### src/rtl/bootflash_spi_pkg.sv
`timescale 1ns/1ps
package bootflash_spi_pkg;
    localparam int WORD_W = 32;
    localparam int CNT_W  = $clog2(WORD_W);

    localparam int OFS_CFG = 'h0;
    localparam int OFS_CSR = 'h8;
    localparam int OFS_DAT = 'hC;

    localparam int LEN_WIDE = 3;

    typedef enum logic [1:0] {SEL_NONE, SEL_CFG, SEL_CSR, SEL_DAT} sel_e;

    typedef struct packed {
        logic rd_big;
        logic wr_big;
    } cfg_t;

    typedef struct packed {
        logic       cs0;
        logic       cs1;
        logic [1:0] len;
        logic       csel;
    } csr_t;

    function automatic logic [WORD_W-1:0] swap_bytes(input logic [WORD_W-1:0] w);
        return {w[7:0], w[15:8], w[23:16], w[31:24]};
    endfunction

    function automatic logic is_wide(input logic [1:0] len);
        return len == 2'(LEN_WIDE);
    endfunction
endpackage

### src/rtl/bootflash_spi_regs.sv
`timescale 1ns/1ps
module bootflash_spi_regs
    import bootflash_spi_pkg::*;
#(
    parameter int ADDR_W = 4
) (
    input  logic              clk,
    input  logic              rst,
    input  logic              bus_sel,
    input  logic              bus_we,
    input  logic [ADDR_W-1:0] bus_addr,
    input  logic [7:0]        wr_hi,
    input  logic              ready,
    output cfg_t              cfg_q,
    output csr_t              csr_q,
    output sel_e              hit,
    output logic [WORD_W-1:0] reg_rdata
);
    logic wr_cfg, wr_csr;
    logic unused_bits;

    always_comb begin
        if (bus_addr == ADDR_W'(OFS_CFG))      hit = SEL_CFG;
        else if (bus_addr == ADDR_W'(OFS_CSR)) hit = SEL_CSR;
        else if (bus_addr == ADDR_W'(OFS_DAT)) hit = SEL_DAT;
        else                                   hit = SEL_NONE;
    end

    assign wr_cfg = bus_sel && bus_we && hit == SEL_CFG;
    assign wr_csr = bus_sel && bus_we && hit == SEL_CSR;
    assign unused_bits = ^wr_hi[2:1];

    always_ff @(posedge clk) begin
        if (rst) begin
            cfg_q <= '0;
            csr_q <= '{cs0: 1'b1, cs1: 1'b1, len: 2'd0, csel: 1'b0};
        end else begin
            if (wr_cfg) cfg_q <= '{rd_big: wr_hi[4], wr_big: wr_hi[3]};
            if (wr_csr) csr_q <= '{cs0: wr_hi[7], cs1: wr_hi[6], len: wr_hi[5:4], csel: wr_hi[0]};
        end
    end

    always_comb begin
        case (hit)
            SEL_CFG: reg_rdata = {3'b000, cfg_q.rd_big, cfg_q.wr_big, 27'd0};
            SEL_CSR: reg_rdata = {csr_q.cs0, csr_q.cs1, csr_q.len, ready, 2'b00, csr_q.csel, 24'd0};
            default: reg_rdata = '0;
        endcase
    end


    cs_hold_chk: assert property (@(posedge clk) disable iff (rst)
        !wr_csr |=> $stable(csr_q.cs0));
endmodule

### src/rtl/bootflash_spi_lanes.sv
`timescale 1ns/1ps
module bootflash_spi_lanes
    import bootflash_spi_pkg::*;
(
    input  cfg_t              cfg_q,
    input  logic              tx_wide,
    input  logic              rx_wide,
    input  logic [WORD_W-1:0] wdata,
    input  logic [WORD_W-1:0] rx_raw,
    output logic [WORD_W-1:0] tx_word,
    output logic [WORD_W-1:0] rx_word
);
    always_comb begin
        if (tx_wide && !cfg_q.wr_big) tx_word = swap_bytes(wdata);
        else                          tx_word = wdata;

        if (!rx_wide)           rx_word = {rx_raw[7:0], 24'd0};
        else if (cfg_q.rd_big)  rx_word = rx_raw;
        else                    rx_word = swap_bytes(rx_raw);
    end
endmodule

### src/rtl/bootflash_spi_shifter.sv
`timescale 1ns/1ps
module bootflash_spi_shifter
    import bootflash_spi_pkg::*;
#(
    parameter int CLK_DIV = 2
) (
    input  logic              clk,
    input  logic              rst,
    input  logic              start,
    input  logic              start_rx,
    input  logic              start_wide,
    input  logic [WORD_W-1:0] tx_word,
    input  logic              miso,
    output logic              busy,
    output logic              wide_q,
    output logic              sck,
    output logic              mosi,
    output logic              rx_fin,
    output logic [WORD_W-1:0] rx_raw
);
    localparam int DIV_W = (CLK_DIV > 1) ? $clog2(CLK_DIV) : 1;

    logic              is_rx;
    logic [DIV_W-1:0]  divcnt;
    logic [CNT_W-1:0]  bitcnt;
    logic [WORD_W-1:0] txsr;
    logic              half_end;

    assign half_end = busy && divcnt == DIV_W'(CLK_DIV - 1);
    assign rx_fin   = half_end && sck && bitcnt == '0 && is_rx;
    assign mosi     = busy && !is_rx && txsr[WORD_W-1];

    always_ff @(posedge clk) begin
        if (rst) begin
            busy   <= 1'b0;
            sck    <= 1'b0;
            is_rx  <= 1'b0;
            wide_q <= 1'b0;
            divcnt <= '0;
            bitcnt <= '0;
            txsr   <= '0;
            rx_raw <= '0;
        end else if (start) begin
            busy   <= 1'b1;
            sck    <= 1'b0;
            is_rx  <= start_rx;
            wide_q <= start_wide;
            divcnt <= '0;
            bitcnt <= start_wide ? CNT_W'(WORD_W - 1) : CNT_W'(7);
            txsr   <= start_rx ? '0 : tx_word;
            rx_raw <= '0;
        end else if (busy) begin
            if (half_end) begin
                divcnt <= '0;
                sck    <= !sck;
                if (!sck) begin
                    rx_raw <= {rx_raw[WORD_W-2:0], miso};
                end else if (bitcnt == '0) begin
                    busy <= 1'b0;
                end else begin
                    bitcnt <= bitcnt - 1'b1;
                    txsr   <= {txsr[WORD_W-2:0], 1'b0};
                end
            end else begin
                divcnt <= divcnt + 1'b1;
            end
        end
    end


    sck_idle_chk: assert property (@(posedge clk) disable iff (rst)
        !busy |-> !sck);


    mosi_hold_chk: assert property (@(posedge clk) disable iff (rst)
        $rose(sck) |-> $stable(mosi));
endmodule

### src/rtl/bootflash_spi.sv
`timescale 1ns/1ps
module bootflash_spi
    import bootflash_spi_pkg::*;
#(
    parameter int ADDR_W  = 4,
    parameter int CLK_DIV = 2
) (
    input  logic              clk,
    input  logic              rst,
    input  logic              bus_sel,
    input  logic              bus_we,
    input  logic [ADDR_W-1:0] bus_addr,
    input  logic [31:0]       bus_wdata,
    output logic [31:0]       bus_rdata,
    output logic              bus_wait,
    output logic              spi_sck,
    output logic              spi_cs0_n,
    output logic              spi_mosi,
    input  logic              spi_miso
);
    cfg_t              cfg_q;
    csr_t              csr_q;
    sel_e              hit;
    logic [WORD_W-1:0] reg_rdata, tx_word, rx_word, rx_raw;
    logic              busy, wide_q, rx_fin, rx_hold;
    logic              dat_acc, dat_wr, dat_rd, start, cur_wide;

    assign dat_acc  = bus_sel && hit == SEL_DAT;
    assign dat_wr   = dat_acc && bus_we;
    assign dat_rd   = dat_acc && !bus_we;
    assign start    = (dat_wr || (dat_rd && !rx_hold)) && !busy;
    assign cur_wide = is_wide(csr_q.len);

    bootflash_spi_regs #(.ADDR_W(ADDR_W)) regs_i (
        .clk(clk), .rst(rst), .bus_sel(bus_sel), .bus_we(bus_we),
        .bus_addr(bus_addr), .wr_hi(bus_wdata[31:24]), .ready(!busy),
        .cfg_q(cfg_q), .csr_q(csr_q), .hit(hit), .reg_rdata(reg_rdata));

    bootflash_spi_lanes lanes_i (
        .cfg_q(cfg_q), .tx_wide(cur_wide), .rx_wide(wide_q),
        .wdata(bus_wdata), .rx_raw(rx_raw), .tx_word(tx_word), .rx_word(rx_word));

    bootflash_spi_shifter #(.CLK_DIV(CLK_DIV)) shift_i (
        .clk(clk), .rst(rst), .start(start), .start_rx(!bus_we),
        .start_wide(cur_wide), .tx_word(tx_word), .miso(spi_miso),
        .busy(busy), .wide_q(wide_q), .sck(spi_sck), .mosi(spi_mosi),
        .rx_fin(rx_fin), .rx_raw(rx_raw));

    always_ff @(posedge clk) begin
        if (rst)                     rx_hold <= 1'b0;
        else if (rx_fin)             rx_hold <= 1'b1;
        else if (dat_rd && rx_hold)  rx_hold <= 1'b0;
    end

    assign bus_wait  = dat_rd && !rx_hold;
    assign bus_rdata = (hit == SEL_DAT) ? rx_word : reg_rdata;
    assign spi_cs0_n = csr_q.cs0;


    start_busy_chk: assert property (@(posedge clk) disable iff (rst)
        (dat_wr && !busy) |=> busy);


    wait_release_chk: assert property (@(posedge clk) disable iff (rst)
        ($fell(bus_wait) && bus_sel) |-> $fell(busy));


    hold_idle_chk: assert property (@(posedge clk) disable iff (rst)
        rx_hold |-> !busy);
endmodule

### config.mk
export PLATFORM = sky130hd
export DESIGN_NAME = bootflash_spi
export DESIGN_NICKNAME = d
export VERILOG_FILES = /design/src/rtl/bootflash_spi_pkg.sv /design/src/rtl/bootflash_spi_regs.sv /design/src/rtl/bootflash_spi_lanes.sv /design/src/rtl/bootflash_spi_shifter.sv /design/src/rtl/bootflash_spi.sv
export SDC_FILE = /design/constraint.sdc
export NUM_CORES = 1
export LEC_CHECK = 0
export BUFFER_PORTS_ARGS = -buffer_cell sky130_fd_sc_hd__clkbuf_2
export CORE_MARGIN = 5
export CORE_UTILIZATION = 46
export DETAILED_ROUTE_END_ITERATION = 12
export PLACE_DENSITY = 0.8
export SYNTH_ARGS = -nofsm -noshare
export SYNTH_HDL_FRONTEND = slang
export SYNTH_HIERARCHICAL = 1
export SYNTH_SLANG_ARGS = --single-unit
export TNS_END_PERCENT = 10
### constraint.sdc
create_clock -name clk -period 2.2 [get_ports clk]
set_input_delay 0.22 -clock clk [delete_from_list [all_inputs] [get_ports clk]]
set_output_delay 0.22 -clock clk [all_outputs]
set_load 0.01 [all_outputs]
==> metrics.md, run 1 <==
| Metric | Value |
|---|---|
| Die width | `120 um` |
| Initial core utilization | `0.464` |
| Critical Path Source Type | `flop` |
| Fillcell total | `1081` |
| Fraction of registers with async set/reset | `0` |
| Worst-path clk slew | `0.06 ns` |
| Worst r2r path cells | `6` |
| Sequential Area | `1640 um2` |
| H-tree Lvls | `3` |
| Maximum VDD drop | `0.000295 V` |
| Dpl hpwl | `8.65 mm` |
| Netlist cell types | `52` |
| Leak pwr | `2.31 nW` |
| Crit path capture type | `output pin` |
| I/O Pins | `77` |
| Arr. time, crit path | `1.73 ns` |
| Most frequent cells in the layout | `nand2_1 (103), dfxtp_1 (82), clkbuf_2 (76)` |
| Area after DPL | `5940 um2` |
| Multi-input gate area | `3440 um2` |
| Max-cap violations | `0` |
| Global-route wire length before repair | `20.2 mm` |
| Initial antenna violation count | `0` |
| Post-route cell area | `6260 um2` |
| Maximum clock path buffer count | `2` |
| Vias in the first global route | `4275` |
| DRC | `0` |
| Final Hold Vio Count | `0` |
| I/O Buffers | `76` |
| Hold-critical path depth | `3` |
| Slew HR | `0.641` |
| Routed vias/inst | `5.61` |
| Num rows | `40` |
| GRT overflow | `0` |
| Synth top area share | `0.297` |
| GP Congestion | `0.791` |
| Antenna diodes | `0` |
| R2r setup slk | `0.31 ns` |
| Layout cells sized above 1 | `0.331` |
| TritonCTS clock tree | `done` |
| Worst Hold Class | `input port to flop` |
| Top FF cell, synth | `dfxtp_1` |
| Area leader, netlist | `dfxtp_1` |
| Total negative slack | `0 ns` |
| Clock skew | `0.0120 ns` |
| DR iter-0 viols | `264` |
| Postcts setup bufs | `0` |
| Max Slew Vio Count | `0` |
| Tmin final | `1.95 ns` |
| Worst-margin pin slew | `0.537 ns` |
| DIE HEIGHT | `120 um` |
| Sequential share of the synthesized area | `0.297` |
| PwrDens | `542 nW/um2` |
| Final period util | `0.887` |
| WS Path Type | `flop to output pin` |
| Nets | `699` |
| Core Util, Final | `0.525` |
| Top cells by area, synth | `dfxtp_1 (30%), mux2_4 (14%), nand2_1 (7.0%)` |
| Worst setup margin | `0.249 ns` |
| Synth-to-Final Area Change | `13.3%` |
| TritonRoute pass-1 iters | `5` |
| Die Footprint | `14300 um2` |
| CTS resizes | `0` |
| ANT nets after route | `0` |
| Clk sinks | `82` |
| Total number of vias | `4537` |
| Root Driver | `clkbuf_16` |
| Total Routing Usage GR | `0.166` |
| Status | `finished clean` |
| Yosys warnings | `6` |
| Crit-path max FO | `24` |
| Post-synth EDFFs | `0` |
| Most common cell after layout, fill and taps aside | `nand2_1` |
| Final setup viols | `0` |
| Syn Area/Cell | `9.14 um2` |
| Synth Cell Area | `5520 um2` |
| Hold Buf Count CTS | `0` |
| CTS Buf Count | `9` |
| Largest net degree at the start of global routing | `42` |
| RSZ-0062 raised after global routing | `no` |
| WL per Instance | `14.9 um` |
| Core Area | `11900 um2` |
| Fmax | `513 MHz` |
| #FFs+latches synth | `82` |
| Routed wire length | `12.0 mm` |
| Post-Syn Instances | `604` |
| Clk Latency, worst-skew pair | `0.33 ns` |
| Worst Path Required | `1.98 ns` |
| DP Worst Slack | `0.0483 ns` |
==> flip-flops by register name, indices dropped and copies added, names as in the netlist, 2 cells and up <==
name and count:
shift_i/rx_raw 32, regs_i/csr_q 5, regs_i/cfg_q 2, shift_i/bitcnt 5, shift_i/txsr 32
==> per-stage QoR <==
stage	total power, W	hold slack (ns)	cells
after detailed placement	0.00183	0.456	793
after global routing	0.00352	0.131	809
final	0.00339	0.117	809
after floorplan	0.00175	0.289	629
after CTS	0.00342	0.107	809
after global placement	0.00182	0.449	793
==> power breakdown <==
| part | internal [W] | total (W) | leakage [nW] | switching (W) |
|---|---|---|---|---|
| sequential | 0.00149 | 0.00150 | 0.661 | 0.00000546 |
| combinational | 0.000151 | 0.000300 | 1.49 | 0.000149 |
| clock | 0.00100 | 0.00160 | 0.154 | 0.000593 |
==> cells by family (layout without fill, tap and decap cells) <==
| group | Yosys count | in the layout | synth area share |
|---|---|---|---|
| fa+ha+maj | 1 | 1 | 0.00227 |
| flops | 82 | 82 | 0.297 |
| buf+inv | 91 | 124 | 0.103 |
| other cells | 1 | 26 | 0.000679 |
| xor+xnor | 2 | 2 | 0.00317 |
| mux | 104 | 104 | 0.239 |
| simple gates | 205 | 205 | 0.182 |
| compound gates | 118 | 118 | 0.174 |
==> cell type report <==
class                      count  area share
multi-input combinational    456       0.549
sequential                    82       0.262
timing repair buffer          99       0.102
clock buffer                  11      0.0372
tap                          147      0.0294
clock inverter                 5      0.0138
inverter                       9     0.00540
==> Yosys cell counts (8+ instances only) <==
library cell	n
nand2_1	103
dfxtp_1	82
mux2_4	50
a21oi_1	38
nand3_1	35
clkbuf_1	32
mux2i_1	32
a311oi_1	31
buf_4	30
a211oi_2	27
nor2b_1	26
mux2_2	15
buf_2	9
inv_1	8
nor2_1	8
==> final timing paths <==
kind	start	end
max reg2reg	shift_i/bitcnt[0]	shift_i/txsr[25]
min reg2reg	regs_i/csr_q[0]	regs_i/csr_q[0]
max	regs_i/cfg_q[1]	bus_rdata[5]
min	spi_miso	shift_i/rx_raw[0]
==> worst max-delay path, stage by stage, from the launching register on <==
cell      delay (ns)
dfxtp_1         0.44
buf_12          0.24
mux2i_1         0.25
nor2b_1         0.09
mux2_4          0.27
clkbuf_2        0.13
==> routing by layer <==
layer | track usage | routed length [um] | vias up
met5 | 0 | 0 | -
met4 | 0.0458 | 97 | 0
met3 | 0.0297 | 709 | 12
met2 | 0.276 | 5790 | 144
met1 | 0.220 | 5420 | 2161
li1 | - | - | 2220
Power figures use the tool's default switching activity.
==> run 2: changes to the inputs <==
--- a/config.mk
+++ b/config.mk
@@ -7,9 +7,10 @@
 export LEC_CHECK = 0
 export BUFFER_PORTS_ARGS = -buffer_cell sky130_fd_sc_hd__clkbuf_2
 export CORE_MARGIN = 5
-export CORE_UTILIZATION = 46
+export CORE_UTILIZATION = 40
 export DETAILED_ROUTE_END_ITERATION = 12
-export PLACE_DENSITY = 0.8
+export PLACE_DENSITY = 0.72
+export RECOVER_POWER = 50
 export SYNTH_ARGS = -nofsm -noshare
 export SYNTH_HDL_FRONTEND = slang
 export SYNTH_HIERARCHICAL = 1
==> metrics.md, run 2 (synthesized netlist as in run 1, its figures left out) <==
| Metric | Value |
|---|---|
| Routed vias/inst | `5.23` |
| Nets | `697` |
| I/O Pins | `77` |
| Initial antenna violation count | `0` |
| Final setup viols | `0` |
| Max Slew Vio Count | `0` |
| I/O Buffers | `76` |
| Hold-critical path depth | `3` |
| Core Area | `13700 um2` |
| ANT nets after route | `0` |
| CTS Buf Count | `9` |
| Antenna diodes | `0` |
| Worst r2r src | `shift_i/bitcnt[0]` |
| WL per Instance | `14.0 um` |
| WS Path Type | `flop to output pin` |
| Synth-to-Final Area Change | `13.4%` |
| Maximum clock path buffer count | `2` |
| Leak pwr | `2.28 nW` |
| Most common cell after layout, fill and taps aside | `nand2_1` |
| HP Start | `spi_miso` |
| Worst setup margin | `0.183 ns` |
| Worst reg2reg endpoint | `shift_i/txsr[27]` |
| Clk Latency, worst-skew pair | `0.33 ns` |
| Global-route wire length before repair | `20.0 mm` |
| Postcts setup bufs | `0` |
| Largest regs | `shift_i/rx_raw (32), shift_i/txsr (32)` |
| Multi-input gate area | `3420 um2` |
| Dpl cells | `824` |
| GRT overflow | `0` |
| Status | `finished clean` |
| Worst r2r path cells | `6` |
| Initial core utilization | `0.403` |
| Layout Cells excl Fill | `840` |
| Slew HR | `0.588` |
| Critical Path Source Type | `flop` |
| Total Routing Usage GR | `0.146` |
| GP Congestion | `0.781` |
| Largest net degree at the start of global routing | `49` |
| Dpl hpwl | `8.03 mm` |
| Num rows | `43` |
| Arr. time, crit path | `1.80 ns` |
| H-tree Lvls | `3` |
| Total number of vias | `4390` |
| Maximum VDD drop | `0.000346 V` |
| CTS resizes | `0` |
| Max-cap violations | `0` |
| Vias in the first global route | `4042` |
| Tmin final | `2.02 ns` |
| Worst Hold Class | `input port to flop` |
| Routed wire length | `11.8 mm` |
| Most frequent cells in the layout | `nand2_1 (103), dfxtp_1 (82), clkbuf_2 (70)` |
| DRC | `0` |
| Crit path capture type | `output pin` |
| Root Driver | `clkbuf_16` |
| PwrDens | `549 nW/um2` |
| DR iter-0 viols | `304` |
| Die Footprint | `16300 um2` |
| TritonCTS clock tree | `done` |
| Hold Buf Count CTS | `0` |
| Worst-margin pin slew | `0.618 ns` |
| Clk sinks | `82` |
| TritonRoute pass-1 iters | `6` |
| Hold endpoint | `shift_i/rx_raw[0]` |
| R2r setup slk | `0.36 ns` |
| Worst Path Required | `1.98 ns` |
| DIE HEIGHT | `128 um` |
| Crit-path max FO | `24` |
| Final period util | `0.917` |
| Worst-path clk slew | `0.07 ns` |
| Die width | `128 um` |
| DP Worst Slack | `0.164 ns` |
| RSZ-0062 raised after global routing | `no` |
| Hold_ws | `0.102 ns` |
| Fmax | `496 MHz` |
| Clock skew | `0.00888 ns` |
| Final Hold Vio Count | `0` |
| Fillcell total | `1346` |
| Sequential Area | `1640 um2` |
| Layout cells sized above 1 | `0.317` |
run 2: cell types whose count changed in the layout (fill, tap and decap cells not counted):
cell       before  now
inv_1           8    9
clkbuf_8        0    1
buf_2           0    1
clkbuf_2       76   70
clkbuf_1        2    7
nor2_2          1    0
nand4bb_1       0    1
nand4bb_4       1    0
buf_4          16   13
inv_2           1    0
nor2_1          8    9
run 2: worst max-delay path by stage:
stage	start	to	slack, ns	depth (start not counted)
2_1_floorplan	bus_addr[3]	shift_i/txsr[10]	-0.02	10
3_3_place_gp	bus_addr[3]	shift_i/txsr[21]	0.21	9
3_5_place_dp	bus_addr[3]	shift_i/txsr[20]	0.16	9
4_1_cts	regs_i/cfg_q[1]	bus_rdata[4]	0.20	5
5_1_grt	bus_addr[3]	shift_i/rx_raw[16]	0.08	9
6_report	regs_i/cfg_q[1]	bus_rdata[4]	0.18	5
run 2: layout make-up:
type,count,share of cell area
Tap cell,180,0.0360
Inverter,9,0.00539
Clock inverter,5,0.0138
Sequential cell,82,0.262
Multi-Input combinational cell,456,0.546
Clock buffer,11,0.0388
Timing Repair Buffer,97,0.0983
run 2: metal layers:
metal | GRT usage | wire length, um | up-vias
met5 | 0 | 0 | -
met4 | 0.0353 | 97 | 0
met3 | 0.0318 | 532 | 12
met2 | 0.220 | 5410 | 89
met1 | 0.212 | 5750 | 2069
li1 | - | - | 2220
run 2: worst max-delay path: stages, from the launching register on:
cell and delay, ns:
dfxtp_1 0.45, buf_12 0.23, mux2i_1 0.30, nor2b_1 0.07
mux2_4 0.27, clkbuf_2 0.13
run 2: through the flow:
stage,utilization,TNS (ns),power [W],cell area [um2]
floorplan,-,-0.227,0.00175,5630
global placement,0.436,0,0.00182,5980
detailed placement,0.436,0,0.00183,5980
CTS,0.460,0,0.00347,6300
global route,0.457,0,0.00356,6260
finish,0.457,0,0.00344,6260
run 2: power by group:
group          internal, W  switching (W)  total (W)
Clock              0.00103       0.000618    0.00165
Sequential         0.00149     0.00000544    0.00150
Combinational     0.000145       0.000144   0.000289
Total              0.00267       0.000767    0.00344
